File: config.mk
export PLATFORM = sky130hd
export DESIGN_NAME = evtmr_top
export DESIGN_NICKNAME = d
export VERILOG_FILES = /design/src/rtl/evtmr_pkg.sv /design/src/rtl/evtmr_ctrl.sv /design/src/rtl/evtmr_chan.sv /design/src/rtl/evtmr_dp.sv /design/src/rtl/evtmr_top.sv
export SDC_FILE = /design/constraint.sdc
export NUM_CORES = 2
export LEC_CHECK = 0
export ABC_AREA = 1
export CORE_ASPECT_RATIO = 1.25
export CORE_MARGIN = 2
export CORE_UTILIZATION = 35
export DETAILED_ROUTE_END_ITERATION = 16
export SYNTH_ARGS = -nofsm -noshare
export SYNTH_HDL_FRONTEND = slang
export SYNTH_SLANG_ARGS = --single-unit
File: constraint.sdc
create_clock -name clk -period 2.6 [get_ports clk]
set_clock_uncertainty 0.1 [all_clocks]
set_input_delay 0.65 -clock clk [delete_from_list [all_inputs] [get_ports clk]]
set_output_delay 0.65 -clock clk [all_outputs]
set_load 0.02 [all_outputs]
File: src/rtl/evtmr_pkg.sv
package evtmr_pkg;

  localparam int WORD_W     = 64;
  localparam int ROUTE_W    = 5;
  localparam int NUM_IRQ    = 1 << ROUTE_W;
  localparam int CFG_W      = 16;

  // global configuration bit positions
  localparam int G_EN       = 0;
  localparam int G_LEGACY   = 1;

  // channel configuration bit positions
  localparam int C_EN       = 2;
  localparam int C_PERIODIC = 3;
  localparam int C_SETVAL   = 6;
  localparam int C_NARROW   = 8;
  localparam int C_ROUTE_LO = 9;

  localparam logic [CFG_W-1:0] C_WMASK = 16'h3F4C;

  localparam int LEGACY_LINE0 = 0;
  localparam int LEGACY_LINE1 = 8;

  typedef enum logic [2:0] {
    WT_GCFG   = 3'd0,
    WT_COUNT  = 3'd1,
    WT_CHCFG  = 3'd2,
    WT_CHCMP  = 3'd3,
    WT_STATUS = 3'd4
  } wrTarget_e;

  typedef enum logic [2:0] {
    RT_GCFG   = 3'd0,
    RT_COUNT  = 3'd1,
    RT_CHCFG  = 3'd2,
    RT_CHCMP  = 3'd3,
    RT_PERIOD = 3'd4,
    RT_STATUS = 3'd5
  } rdTarget_e;

  typedef struct packed {
    logic gCfgWr;
    logic cntWr;
    logic chCfgWr;
    logic chCmpWr;
    logic statWr;
  } strobes_t;

endpackage

File: src/rtl/evtmr_ctrl.sv
module evtmr_ctrl
  import evtmr_pkg::*;
#(
  parameter int NUM_CH   = 3,
  parameter int PRESCALE = 16,
  parameter int CH_IDX_W = 2
) (
  input  logic                clk,
  input  logic                rst_n,
  input  logic                wrEn,
  input  logic [2:0]          wrTarget,
  input  logic [CH_IDX_W-1:0] wrChan,
  input  logic                gEn,
  output strobes_t            stb,
  output logic [NUM_CH-1:0]   chSel,
  output logic                tick
);

  localparam int PRE_W = (PRESCALE > 1) ? $clog2(PRESCALE) : 1;
  localparam logic [PRE_W-1:0] PRE_LAST = PRE_W'(PRESCALE - 1);

  logic [PRE_W-1:0] preCnt;

  always_comb begin
    stb.gCfgWr  = wrEn && (wrTarget == WT_GCFG);
    stb.cntWr   = wrEn && (wrTarget == WT_COUNT);
    stb.chCfgWr = wrEn && (wrTarget == WT_CHCFG);
    stb.chCmpWr = wrEn && (wrTarget == WT_CHCMP);
    stb.statWr  = wrEn && (wrTarget == WT_STATUS);
  end

  for (genvar i = 0; i < NUM_CH; i++) begin : g_sel
    assign chSel[i] = (wrChan == CH_IDX_W'(i));
  end

  assign tick = gEn && (preCnt == PRE_LAST);

  always_ff @(posedge clk) begin
    if (!rst_n) begin
      preCnt <= '0;
    end else if (stb.cntWr || !gEn || tick) begin
      preCnt <= '0;
    end else begin
      preCnt <= preCnt + 1'b1;
    end
  end

  AST_TICK_SPACING: assert property (@(posedge clk) disable iff (!rst_n)
    tick |=> !tick);

  AST_TICK_NEEDS_ENABLE: assert property (@(posedge clk) disable iff (!rst_n)
    !gEn |-> !tick);

endmodule

File: src/rtl/evtmr_chan.sv
module evtmr_chan
  import evtmr_pkg::*;
(
  input  logic               clk,
  input  logic               rst_n,
  input  logic               cfgWr,
  input  logic               cmpWr,
  input  logic               cntWr,
  input  logic [WORD_W-1:0]  wrData,
  input  logic               gEn,
  input  logic [WORD_W-1:0]  mainCnt,
  output logic [WORD_W-1:0]  cfgOut,
  output logic [WORD_W-1:0]  cmpOut,
  output logic [WORD_W-1:0]  perOut,
  output logic [ROUTE_W-1:0] route,
  output logic               fire
);

  localparam logic [WORD_W-1:0] PER_MASK_NARROW = 64'h0000_0000_7FFF_FFFF;
  localparam logic [WORD_W-1:0] PER_MASK_WIDE   = 64'h7FFF_FFFF_FFFF_FFFF;

  logic [CFG_W-1:0]  cfgR, cfgN, newCfg;
  logic [WORD_W-1:0] cmpR, cmpN, perR, perN;
  logic              armed, armN;
  logic              chEn, periodic, setv, narrow, match;
  logic [WORD_W-1:0] advSum, advVal, cmpIn, perMask;

  assign chEn     = cfgR[C_EN];
  assign periodic = cfgR[C_PERIODIC];
  assign setv     = cfgR[C_SETVAL];
  assign narrow   = cfgR[C_NARROW];
  assign route    = cfgR[C_ROUTE_LO +: ROUTE_W];

  assign match = narrow ? (cmpR[31:0] == mainCnt[31:0]) : (cmpR == mainCnt);
  assign fire  = armed && chEn && gEn && match;

  assign advSum  = cmpR + perR;
  assign advVal  = narrow ? {32'b0, advSum[31:0]} : advSum;
  assign cmpIn   = narrow ? {32'b0, wrData[31:0]} : wrData;
  assign perMask = narrow ? PER_MASK_NARROW : PER_MASK_WIDE;
  assign newCfg  = wrData[CFG_W-1:0] & C_WMASK;

  always_comb begin
    cfgN = cfgR;
    cmpN = cmpR;
    perN = perR;
    armN = armed;
    if (fire) begin
      if (periodic && (perR != '0)) cmpN = advVal;
      else                          armN = 1'b0;
    end
    if (cmpWr) begin
      cmpN = cmpIn;
      armN = 1'b1;
      if (setv)          cfgN[C_SETVAL] = 1'b0;
      else if (periodic) perN = cmpIn & perMask;
    end
    if (cntWr) armN = 1'b1;
    if (cfgWr) begin
      cfgN = newCfg;
      if (newCfg[C_NARROW]) begin
        cmpN[63:32] = '0;
        perN[63:32] = '0;
      end
    end
  end

  always_ff @(posedge clk) begin
    if (!rst_n) begin
      cfgR  <= '0;
      cmpR  <= '1;
      perR  <= '0;
      armed <= 1'b1;
    end else begin
      cfgR  <= cfgN;
      cmpR  <= cmpN;
      perR  <= perN;
      armed <= armN;
    end
  end

  assign cfgOut = {{(WORD_W-CFG_W){1'b0}}, cfgR};
  assign cmpOut = cmpR;
  assign perOut = perR;

  AST_CMP_NARROW: assert property (@(posedge clk) disable iff (!rst_n)
    narrow |-> (cmpR[63:32] == 32'b0));

  AST_PER_NARROW: assert property (@(posedge clk) disable iff (!rst_n)
    narrow |-> (perR[63:32] == 32'b0));

  AST_PER_TOP_CLEAR: assert property (@(posedge clk) disable iff (!rst_n)
    perR[63] == 1'b0);

  AST_SETVAL_SELF_CLEAR: assert property (@(posedge clk) disable iff (!rst_n)
    (cmpWr && setv && !cfgWr) |=> !setv);

  AST_SETVAL_KEEPS_PERIOD: assert property (@(posedge clk) disable iff (!rst_n)
    (cmpWr && setv && !cfgWr) |=> $stable(perR));

  AST_ONESHOT_ONCE: assert property (@(posedge clk) disable iff (!rst_n)
    (fire && !periodic && !cmpWr && !cntWr) |=> !fire);

  AST_PERIOD_ADVANCE: assert property (@(posedge clk) disable iff (!rst_n)
    (fire && periodic && (perR != '0) && !cmpWr && !cfgWr)
      |=> (cmpR[31:0] == $past(cmpR[31:0]) + $past(perR[31:0])));

endmodule

File: src/rtl/evtmr_dp.sv
module evtmr_dp
  import evtmr_pkg::*;
#(
  parameter int NUM_CH   = 3,
  parameter int CH_IDX_W = 2
) (
  input  logic                clk,
  input  logic                rst_n,
  input  strobes_t            stb,
  input  logic [NUM_CH-1:0]   chSel,
  input  logic                tick,
  input  logic [WORD_W-1:0]   wrData,
  input  logic [2:0]          rdTarget,
  input  logic [CH_IDX_W-1:0] rdChan,
  output logic [WORD_W-1:0]   rdData,
  output logic                gEn,
  output logic [NUM_IRQ-1:0]  irqOut
);

  logic                legacy;
  logic [WORD_W-1:0]   mainCnt;
  logic [NUM_CH-1:0]   status;
  logic [NUM_CH-1:0]   chFire;
  logic [ROUTE_W-1:0]  chRoute [NUM_CH];
  logic [ROUTE_W-1:0]  chLine  [NUM_CH];
  logic [WORD_W-1:0]   chCfg   [NUM_CH];
  logic [WORD_W-1:0]   chCmp   [NUM_CH];
  logic [WORD_W-1:0]   chPer   [NUM_CH];
  logic [NUM_IRQ-1:0]  irqNext;

  // global configuration and main counter
  always_ff @(posedge clk) begin
    if (!rst_n) begin
      gEn     <= 1'b0;
      legacy  <= 1'b0;
      mainCnt <= '0;
    end else begin
      if (stb.gCfgWr) begin
        gEn    <= wrData[G_EN];
        legacy <= wrData[G_LEGACY];
      end
      if (stb.cntWr)  mainCnt <= wrData;
      else if (tick)  mainCnt <= mainCnt + 1'b1;
    end
  end

  for (genvar i = 0; i < NUM_CH; i++) begin : g_ch
    evtmr_chan u_chan (
      .clk     (clk),
      .rst_n   (rst_n),
      .cfgWr   (stb.chCfgWr && chSel[i]),
      .cmpWr   (stb.chCmpWr && chSel[i]),
      .cntWr   (stb.cntWr),
      .wrData  (wrData),
      .gEn     (gEn),
      .mainCnt (mainCnt),
      .cfgOut  (chCfg[i]),
      .cmpOut  (chCmp[i]),
      .perOut  (chPer[i]),
      .route   (chRoute[i]),
      .fire    (chFire[i])
    );

    if (i == 0) begin : g_leg0
      assign chLine[i] = legacy ? ROUTE_W'(LEGACY_LINE0) : chRoute[i];
    end else if (i == 1) begin : g_leg1
      assign chLine[i] = legacy ? ROUTE_W'(LEGACY_LINE1) : chRoute[i];
    end else begin : g_plain
      assign chLine[i] = chRoute[i];
    end

    always_ff @(posedge clk) begin
      if (!rst_n)                         status[i] <= 1'b0;
      else if (chFire[i])                 status[i] <= 1'b1;
      else if (stb.statWr && wrData[i])   status[i] <= 1'b0;
    end

    AST_FIRE_SETS_STATUS: assert property (@(posedge clk) disable iff (!rst_n)
      chFire[i] |=> status[i]);
  end

  always_comb begin
    irqNext = '0;
    for (int i = 0; i < NUM_CH; i++) begin
      if (chFire[i]) irqNext[chLine[i]] = 1'b1;
    end
  end

  always_ff @(posedge clk) begin
    if (!rst_n) irqOut <= '0;
    else        irqOut <= irqNext;
  end

  always_comb begin
    rdData = '0;
    case (rdTarget)
      RT_GCFG:   rdData = {{(WORD_W-2){1'b0}}, legacy, gEn};
      RT_COUNT:  rdData = mainCnt;
      RT_CHCFG:  if (int'(rdChan) < NUM_CH) rdData = chCfg[rdChan];
      RT_CHCMP:  if (int'(rdChan) < NUM_CH) rdData = chCmp[rdChan];
      RT_PERIOD: if (int'(rdChan) < NUM_CH) rdData = chPer[rdChan];
      RT_STATUS: rdData = {{(WORD_W-NUM_CH){1'b0}}, status};
      default:   rdData = '0;
    endcase
  end

  AST_CNT_FROZEN: assert property (@(posedge clk) disable iff (!rst_n)
    (!gEn && !stb.cntWr) |=> $stable(mainCnt));

  AST_CNT_STEP: assert property (@(posedge clk) disable iff (!rst_n)
    !stb.cntWr |=> ((mainCnt == $past(mainCnt)) || (mainCnt == $past(mainCnt) + 1'b1)));

  AST_LEGACY_LINE0: assert property (@(posedge clk) disable iff (!rst_n)
    (legacy && chFire[0]) |=> irqOut[LEGACY_LINE0]);

  AST_FIRE_PULSES: assert property (@(posedge clk) disable iff (!rst_n)
    (|chFire) |=> (irqOut != '0));

  AST_NO_SPURIOUS_IRQ: assert property (@(posedge clk) disable iff (!rst_n)
    !(|chFire) |=> (irqOut == '0));

endmodule

File: src/rtl/evtmr_top.sv
module evtmr_top
  import evtmr_pkg::*;
#(
  parameter int NUM_CH   = 3,
  parameter int PRESCALE = 16,
  parameter int CH_IDX_W = (NUM_CH > 1) ? $clog2(NUM_CH) : 1
) (
  input  logic                clk,
  input  logic                rst_n,
  input  logic                wrEn,
  input  logic [2:0]          wrTarget,
  input  logic [CH_IDX_W-1:0] wrChan,
  input  logic [63:0]         wrData,
  input  logic [2:0]          rdTarget,
  input  logic [CH_IDX_W-1:0] rdChan,
  output logic [63:0]         rdData,
  output logic [31:0]         irqOut
);

  strobes_t          stb;
  logic [NUM_CH-1:0] chSel;
  logic              tick;
  logic              gEn;

  evtmr_ctrl #(
    .NUM_CH   (NUM_CH),
    .PRESCALE (PRESCALE),
    .CH_IDX_W (CH_IDX_W)
  ) u_ctrl (
    .clk      (clk),
    .rst_n    (rst_n),
    .wrEn     (wrEn),
    .wrTarget (wrTarget),
    .wrChan   (wrChan),
    .gEn      (gEn),
    .stb      (stb),
    .chSel    (chSel),
    .tick     (tick)
  );

  evtmr_dp #(
    .NUM_CH   (NUM_CH),
    .CH_IDX_W (CH_IDX_W)
  ) u_dp (
    .clk      (clk),
    .rst_n    (rst_n),
    .stb      (stb),
    .chSel    (chSel),
    .tick     (tick),
    .wrData   (wrData),
    .rdTarget (rdTarget),
    .rdChan   (rdChan),
    .rdData   (rdData),
    .gEn      (gEn),
    .irqOut   (irqOut)
  );

endmodule

==> results.txt <==
Status = finished with violations
Failing checks = negative setup slack
Sequence of cells on the critical path = buf_12, buf_6, nor3_4, inv_2, buf_8, buf_12, o211ai_1, buf_4
RSZ-0062 raised after global routing = true
Final antenna-violating net count = 0
Die Y = 412.4 um
Asr flop ratio synth = 0%
HPWL Detailed = 270.9 mm
Slew Limit Fails = 0
Synth top cells by count = nand2_1, inv_1, nor2_1
Final wirelength = 337.8 mm
Via-to-Cell Ratio = 5.648
Worst-Margin Slew = 0.9981 ns
Number of distinct library cells after synthesis = 57
WP buf/inv = 6
Grt ovf = 0
# DRC = 0
Num ports = 173
Worst path top cell family by delay = buffers and inverters
Post-synthesis sequential area ratio = 22.25%
Synthesized cell area = 46,700 sq um
Synth-to-layout area growth = 62.39%
Initial cell density of the core = 35.33%
Largest area contributor in the netlist = dfxtp_1
Final worst slack = -0.5402 ns
IO Port Bufs = 172
Largest net degree at the start of global routing = 89
Via count = 65,900
Hold depth = 2
Rel. slew slack = 33.25%
Pre-antenna DRT Iters = 6
Leak = 0.03669 uW
Reg2reg path depth = 14
CTS root buf = clkbuf_16
Vias in the first global route = 60,760
RePlAce Congestion = 1.104
Multi-input logic area = 37,470 sq um
CP endpoint kind = output port
CP most frequent cell = buf_12
CTS H-Tree Depth = 3
Total CTS buffers = 67
Synthesized Nets = 8,363
Row cnt = 149
Max Cap Viol = 0
Critical path's slowest cell = o211ai_1
Overall die width = 330.7 um
WP data required = 1.85 ns
Synth area leaders = dfxtp_1, nand2_1, inv_1, a21oi_1, nor2_1
Post-synth EDFFs = 0
Register Area = 10,630 sq um
Post-synth top area share = 22.25%
Critical path type = in -> out
Initial antenna violation count = 16
Avg WL per Cell = 28.95 um
Clk Latency, worst-skew pair = 0.73 ns
Worst hold start = rst_n
Hold endpoint = u_dp.g_ch[0].u_chan.cmpOut[58]
Worst-path clk slew = 0.05 ns
First-pass GRT wire length = 452.2 mm
CTS Hold Buffers Added = 0
Endpoints failing hold = 0
# placed instances = 11,350
Syn Area/Cell = 5.771 sq um
Arr. time, crit path = 2.39 ns
Synth Flop Type = dfxtp_1
Tot Pwr = 24,030 uW
Final cycle utilization of the critical path = 120.8%
Endpoints failing setup = 136
Nature of the critical path startpoint = input pin
Filler cells = 13,090
Die ar. = 136,400 sq um
Fin cells = 11,670
Max rail drop VDD = 0.0005390 V
Total GRT Usage = 47.21%
Critical R2R Launch = u_dp.mainCnt[17]
Clock Path Buffers = 3
Layout cells sized above 1 = 35.77%
Critical Path Fanout Max = 7
Setup TNS = -25.10 ns
Post-Synthesis Cells = 8,092
Flop-to-flop setup slack = -0.11 ns
Nets = 10,140
CTS sink count = 519
Reg2reg end = u_dp.mainCnt[54]
Synthesized flop and latch total = 519
CP max stage delay = 0.62 ns
Core area = 132,200 sq um
Iteration-0 DRC Markers = 6,917
Fmax = 318.4 MHz
CTS tree = built
Clock period minus final worst setup slack = 3.140 ns
Hold crit path type = in -> reg
Most common cell in the netlist = nand2_1
PwrDens = 316.9 nW/um^2
Synth warnings = 0
-- flip-flops by register name (all words and copies together), names as in the netlist --
register / cells
u_dp.mainCnt: 64
u_dp.status: 3
u_dp.g_ch.u_chan.perOut: 192
u_ctrl.preCnt: 4
u_dp.g_ch.u_chan.armed: 3
u_dp.gEn: 1
u_dp.g_ch.u_chan.cmpOut: 192
u_dp.irqOut: 32
u_dp.legacy: 1
u_dp.g_ch.u_chan.cfgR: 27
-- power by group --
group / switching, uW / internal [uW] / leakage (uW)
sequential: 111 / 8010 / 0.00419
combinational: 3180 / 1950 / 0.0313
clock: 4420 / 6360 / 0.00120
total: 7710 / 16300 / 0.0367
-- metrics by stage --
stage	cell area, sq um	utilization, %	hold WS [ns]	setup WS (ns)
after detailed placement	63460	48.01	0.3480	-1.319
final	75830	57.37	0.1118	-0.5402
after global placement	63460	48.01	0.3302	-1.335
after global routing	75790	57.34	0.1244	-0.5138
after floorplan	46780	-	0.3175	-0.04317
after CTS	69430	52.53	0.1211	-0.4525
-- cells by family (layout without fill, tap and decap cells) --
logic type,Yosys count,after routing,synth area share (%)
buffers and inverters,1477,3300,12.32
AOI/OAI and AO/OA,1667,1667,19.80
xor gates and xnor gates,273,273,5.120
other,0,17,0
muxes,39,39,0.8360
DFF,519,519,22.25
and+or+nand+nor,3923,3923,34.42
adders and majority gates,194,194,5.246
-- layout make-up --
cell class / count / share of cell area [%]
Multi-Input combinational cell: 6096 / 49.42
Clock inverter: 29 / 0.6914
Inverter: 1135 / 5.801
Clock buffer: 88 / 2.543
Tap cell: 1736 / 2.864
Sequential cell: 519 / 14.01
Timing Repair Buffer: 2048 / 24.61
Antenna cell: 17 / 0.05610
-- worst max-delay path by stage --
stage	startpoint	to	slack, ns	cells past startpoint
finish	rdTarget[1]	rdData[29]	-0.54	8
global route	rdTarget[1]	rdData[30]	-0.51	10
CTS	rdTarget[0]	rdData[30]	-0.45	12
detailed placement	rdTarget[2]	rdData[25]	-1.32	10
global placement	rdTarget[1]	rdData[25]	-1.33	11
floorplan	rdTarget[0]	rdData[20]	-0.04	6
-- timing repair --
action | 4_1_cts | 5_1_grt
buffers inserted | 83 | 106
resized for setup | 992 | 1412
pin swaps | 139 | 383
cloned | 10 | 10
endpoints found under the setup margin | 298 | 309
-- routing by layer --
metal | share of wire [%] | track usage (%)
met3 | 8.6 | 10.40
met2 | 43 | 72.60
met1 | 35 | 51.82
met5 | 0.0089 | 0
met4 | 13 | 50.06
-- placed cells by master, fill, tap and decap left out, drive strengths merged, types with 39 or more instances in the layout --
| cell | n |
|---|---|
| nand2 | 2293 |
| xor2 | 131 |
| nand3 | 390 |
| buf | 1935 |
| o2111ai | 49 |
| ha | 191 |
| nor2 | 964 |
| a31oi | 52 |
| o211ai | 65 |
| xnor2 | 142 |
| clkbuf | 97 |
| o21ai | 482 |
| nor3 | 90 |
| inv | 1119 |
| clkdlybuf4s50 | 101 |
| nand3b | 43 |
| o22ai | 95 |
| a211oi | 51 |
| mux2i | 39 |
| a21oi | 783 |
| dfxtp | 519 |
| nand4 | 102 |
Note: power is estimated with default switching activity, not from simulation.
